### config.mk
export PLATFORM = sky130hd
export DESIGN_NAME = bank_ce_guard
export DESIGN_NICKNAME = d
export VERILOG_FILES = /design/src/rtl/bank_guard_pkg.sv /design/src/rtl/bank_guard_ctrl.sv /design/src/rtl/bank_guard_dp.sv /design/src/rtl/bank_ce_guard.sv
export SDC_FILE = /design/constraint.sdc
export NUM_CORES = 1
export LEC_CHECK = 0
export ABC_AREA = 1
export BUFFER_PORTS_ARGS = -buffer_cell sky130_fd_sc_hd__clkbuf_2
export CAP_MARGIN = 20
export CORE_UTILIZATION = 30
export CTS_CLUSTER_SIZE = 16
export DETAILED_ROUTE_END_ITERATION = 8
export PLACE_DENSITY = 0.58
export RECOVER_POWER = 50
export SYNTH_ARGS = -nofsm -noshare
export SYNTH_HDL_FRONTEND = slang
export SYNTH_SLANG_ARGS = --single-unit
### constraint.sdc
create_clock -name clk -period 2.7 [get_ports clk]
set_clock_uncertainty 0.2 [all_clocks]
set_input_delay 0.27 -clock clk [delete_from_list [all_inputs] [get_ports clk]]
set_output_delay 0.27 -clock clk [all_outputs]
set_load 0.05 [all_outputs]
### src/rtl/bank_guard_pkg.sv
package bank_guard_pkg;

  typedef enum logic [1:0] {
    GUARD_PROT  = 2'd0,
    GUARD_RUN   = 2'd1,
    GUARD_DRAIN = 2'd2
  } guardState_t;

  // strobes from control to datapath
  typedef struct packed {
    logic live;  // decode bankSel and ceN this cycle
    logic hold;  // keep the latched bank enabled this cycle
  } ceStrobe_t;

endpackage

### src/rtl/bank_guard_ctrl.sv
module bank_guard_ctrl
  import bank_guard_pkg::*;
#(
  parameter int LVL_W    = 8,
  parameter int THR_HI   = 214,
  parameter int THR_LO   = 202,
  parameter int WAIT_MAX = 64,
  localparam int CNT_W   = (WAIT_MAX > 2) ? $clog2(WAIT_MAX) : 1
) (
  input  logic             clk,
  input  logic             rstN,
  input  logic             ceN,
  input  logic [LVL_W-1:0] supplyLvl,
  input  logic             thrSel,
  output ceStrobe_t        strobe
);

  localparam logic [LVL_W-1:0] LIM_HI  = LVL_W'(THR_HI);
  localparam logic [LVL_W-1:0] LIM_LO  = LVL_W'(THR_LO);
  localparam logic [CNT_W-1:0] CNT_END = CNT_W'(WAIT_MAX - 1);

  guardState_t      state, stateNext;
  logic [CNT_W-1:0] waitCnt, waitCntNext;
  logic             powerOk;
  logic             timeUp;

  always_comb begin
    powerOk = supplyLvl >= (thrSel ? LIM_LO : LIM_HI);
    timeUp  = (waitCnt == CNT_END);
  end

  always_comb begin
    stateNext   = state;
    waitCntNext = waitCnt;
    strobe      = '0;
    unique case (state)
      GUARD_PROT: begin
        if (powerOk) stateNext = GUARD_RUN;
      end
      GUARD_RUN: begin
        if (powerOk) begin
          strobe.live = 1'b1;
        end else if (!ceN) begin
          strobe.hold = 1'b1;
          stateNext   = GUARD_DRAIN;
          waitCntNext = '0;
        end else begin
          stateNext = GUARD_PROT;
        end
      end
      GUARD_DRAIN: begin
        if (ceN || timeUp) begin
          stateNext = GUARD_PROT;
        end else begin
          strobe.hold = 1'b1;
          waitCntNext = waitCnt + 1'b1;
        end
      end
      default: stateNext = GUARD_PROT;
    endcase
  end

  always_ff @(posedge clk or negedge rstN) begin
    if (!rstN) begin
      state   <= GUARD_PROT;
      waitCnt <= '0;
    end else begin
      state   <= stateNext;
      waitCnt <= waitCntNext;
    end
  end

endmodule

### src/rtl/bank_guard_dp.sv
module bank_guard_dp
  import bank_guard_pkg::*;
#(
  parameter int BANKS   = 4,
  localparam int SEL_W  = (BANKS > 1) ? $clog2(BANKS) : 1
) (
  input  logic             clk,
  input  logic             rstN,
  input  logic             ceN,
  input  logic [SEL_W-1:0] bankSel,
  input  ceStrobe_t        strobe,
  output logic [BANKS-1:0] bankCeN
);

  logic [SEL_W-1:0] heldBank;
  logic [BANKS-1:0] ceNext;

  for (genvar b = 0; b < BANKS; b++) begin : g_bank
    always_comb begin
      ceNext[b] = !((strobe.live && !ceN && (bankSel == SEL_W'(b))) ||
                    (strobe.hold && (heldBank == SEL_W'(b))));
    end
  end

  always_ff @(posedge clk or negedge rstN) begin
    if (!rstN) begin
      bankCeN  <= '1;
      heldBank <= '0;
    end else begin
      bankCeN <= ceNext;
      if (strobe.live) heldBank <= bankSel;
    end
  end

endmodule

### src/rtl/bank_ce_guard.sv
module bank_ce_guard
  import bank_guard_pkg::*;
#(
  parameter int BANKS    = 4,
  parameter int LVL_W    = 8,
  parameter int THR_HI   = 214,
  parameter int THR_LO   = 202,
  parameter int WAIT_MAX = 64,
  localparam int SEL_W   = (BANKS > 1) ? $clog2(BANKS) : 1
) (
  input  logic             clk,
  input  logic             rstN,
  input  logic             ceN,
  input  logic [SEL_W-1:0] bankSel,
  input  logic [LVL_W-1:0] supplyLvl,
  input  logic             thrSel,
  output logic [BANKS-1:0] bankCeN
);

  ceStrobe_t strobe;

  bank_guard_ctrl #(
    .LVL_W(LVL_W), .THR_HI(THR_HI), .THR_LO(THR_LO), .WAIT_MAX(WAIT_MAX)
  ) u_ctrl (
    .clk(clk), .rstN(rstN), .ceN(ceN), .supplyLvl(supplyLvl),
    .thrSel(thrSel), .strobe(strobe)
  );

  bank_guard_dp #(.BANKS(BANKS)) u_dp (
    .clk(clk), .rstN(rstN), .ceN(ceN), .bankSel(bankSel),
    .strobe(strobe), .bankCeN(bankCeN)
  );

endmodule

==> impl_metrics.ini <==
[run_status]
status = finished, violations left
violations = DRC

[power_and_ir_drop]
p_leak_nw = 0.533
powerDensity_mw_per_mm2 = 676
irDropWorstVdd_uv = 156

[cells_and_area]
num-fill-cells = 300
seqCellArea_um2 = 355
fin_area_mm2 = 0.00105
layout-drive-gt1-share = 0.269
antenna_cells = 0
finalNetCount = 156
syn2layout_area_growth_pct = 16.3
multi_input_area_um2 = 465

[floorplanning]
num_rows = 19
die_x_um = 56.9
dieArea_mm2 = 0.00324
io_pins = 18
start_util = 0.322
core_area_mm2 = 0.00281
dieHeight_um = 56.9

[placed_design]
gp_congestion = 0.840
io_buffers = 16
placed_cell_area_mm2 = 0.00101
hpwlAfterDp_um = 1310

[yosys]
ys_ff_latch = 14
syn_area_per_cell_um2 = 7.94
syn_area_um2 = 905
ys_types = 20
syn_nets = 135
synth_seq_area_share = 0.393
postSynthCellCount = 114
yosysWarningCount = 0

[worst_hold_path]
hp-start = bankSel[1]
hold_depth = 4
hp-class = input pin to flip-flop
whs_endpoint = u_dp.bankCeN[2]

[sta]
tightest_slew_ns = 0.765
period_needed_ns = 1.85
hold_violations = 0
max_freq_mhz = 542
finalCritPeriodShare = 0.684
setup_viol = 0
whs_ns = 0.0618
maxSlewViolCount = 0
fin_setup_tns_ns = 0
max-slew-margin-rel = 0.490
rsz0062_at_grt = no

[routing]
wire_per_inst_um = 10.2
vias = 759
wl_um = 1680
vias_per_cell = 4.60
ant_nets = 0
drt_iter0_drc = 31
drc = 2
dr.pass1.iters = 6

[clocking]
clock_latency_ns = 0.28
cts_tree = built
cts_hold_buf = 1
path_clk_slew_ns = 0.09
cts_buffers = 3
ctsResizeCount = 0
h-tree-depth = 1
cts_setup_buffers = 0
root_buffer = clkbuf_4
clock-sinks = 14
cts_max_path_buffers = 2

[grt]
antenna_found_initial = 0
grt_max_degree = 15
grt-ovfl-total = 0
grt_pass1_vias = 773
grt_pass1_wl_um = 3050
grt_util_all_layers = 0.122

[setup_path]
cp.arrival_ns = 1.82
crit_chain = inv_1 -> ha_1 -> inv_1 -> nor2_1 -> o21ai_2 -> nand2_1 -> nand2_2 -> nand2_1 -> o21ai_2
timing.rr.start = u_ctrl.state[0]
r2r_cells = 9
critPathTopFamily = simple AND/OR/NAND/NOR gates
cp_slowest_stage_delay_ns = 0.40
cp-end-kind = flip-flop
timing.rr.end = u_ctrl.waitCnt[1]
rrSetupSlack_ns = 0.85
critPathSlowestCell = dfrtp_1
cp_max_fo = 12
path_buf_inv = 2
crit_required_ns = 2.68
path_class = flip-flop to flip-flop
setup.worst_path.start_class = flip-flop

[flow_run]
drv_cap = 0
==> layer usage <==
layer  track usage  up-vias  part of all wire  wire length [µm]
met3        0.0207        4             0.036                60
met2         0.202       20              0.47               782
met4        0.0836        0             0.024                41
li1              -      413                 -                 -
met1         0.144      322              0.47               793
met5             0        -                 0                 0
==> state kept, by name, summed over array words and instances, names as in the netlist <==
| name | flops |
|---|---|
| u_dp.heldBank | 2 |
| u_dp.bankCeN | 4 |
| u_ctrl.waitCnt | 6 |
| u_ctrl.state | 2 |
==> placed cells by master (no fill, tap or decap), drive strengths merged <==
cell type	n
o21ai	10
a21o	1
dlygate4sd3	1
dfstp	4
a21oi	1
nand3b	1
clkbuf	20
ha	7
nand2	31
inv	18
o21bai	1
nand4	6
nand3	14
or2	2
dfrtp	10
nor2	7
==> worst register-to-register path: cells and delay by family (launching register included) <==
| kind | cells | cell delay, ns |
|---|---|---|
| compound gates | 2 | 0.15 |
| fa+ha+maj | 1 | 0.26 |
| buf+inv | 2 | 0.21 |
| flops | 1 | 0.40 |
| simple gates | 4 | 0.51 |
==> Yosys cell counts <==
master    number  area [µm²]
nand3b_1       1        7.51
dfstp_2        4         105
buf_6          1        11.3
nand2_1       26        97.6
nor2_2         1        6.26
or2_2          2        12.5
nand3_2        1        10.0
a21oi_1        1        5.00
nand4_1        6        37.5
ha_1           7        87.6
o21ai_0        3        15.0
nand3_1       13        65.1
nor2_1         6        22.5
o21ai_2        5        43.8
o21ai_1        2        10.0
a21o_1         1        7.51
dfrtp_1       10         250
inv_1         18        67.6
nand2_2        5        31.3
o21bai_2       1        11.3
==> final cells by class <==
class	count	share of cell area
well taps	31	0.0369
flip-flops and latches	14	0.338
multi-input cells	81	0.442
repair buffers	17	0.0844
clock buffers	4	0.0345
inverters	18	0.0642
==> through the flow <==
stage               setup WS, ns  instances  power, mW   util
floorplan                   1.07        114      0.512      -
global placement           0.831        160      0.555  0.361
detailed placement         0.772        160      0.562  0.361
CTS                        0.838        165      0.722  0.377
global route               0.655        165      0.772  0.375
finish                     0.854        165      0.711  0.375
==> cells by family (layout without fill, tap and decap cells) <==
kind of cell,count (synthesis),in the layout,share of synthesized area
AO/OA/AOI/OAI,13,13,0.102
adder cells (fa/ha/maj),7,7,0.0968
buffers and inverters,19,39,0.0871
flip-flops,14,14,0.393
AND/OR/NAND/NOR,61,61,0.321
==> how the worst max path moves through the flow <==
| stage | from | end | slack [ns] | cells past startpoint |
|---|---|---|---|---|
| after floorplan | thrSel | u_ctrl.waitCnt[2] | 1.07 | 11 |
| after global placement | thrSel | u_ctrl.waitCnt[3] | 0.83 | 11 |
| after detailed placement | thrSel | u_ctrl.waitCnt[1] | 0.77 | 11 |
| after CTS | u_ctrl.state[0] | u_ctrl.waitCnt[1] | 0.84 | 9 |
| after global routing | u_ctrl.state[0] | u_ctrl.waitCnt[4] | 0.66 | 9 |
| final | u_ctrl.state[0] | u_ctrl.waitCnt[1] | 0.85 | 9 |
==> where the power goes <==
part / switching [mW] / internal, mW / total [mW]
clock network: 0.0719 / 0.0821 / 0.154
logic: 0.181 / 0.0906 / 0.271
registers: 0.0351 / 0.251 / 0.286
total: 0.288 / 0.423 / 0.711
No activity file was read; power rests on OpenSTA's default activity.
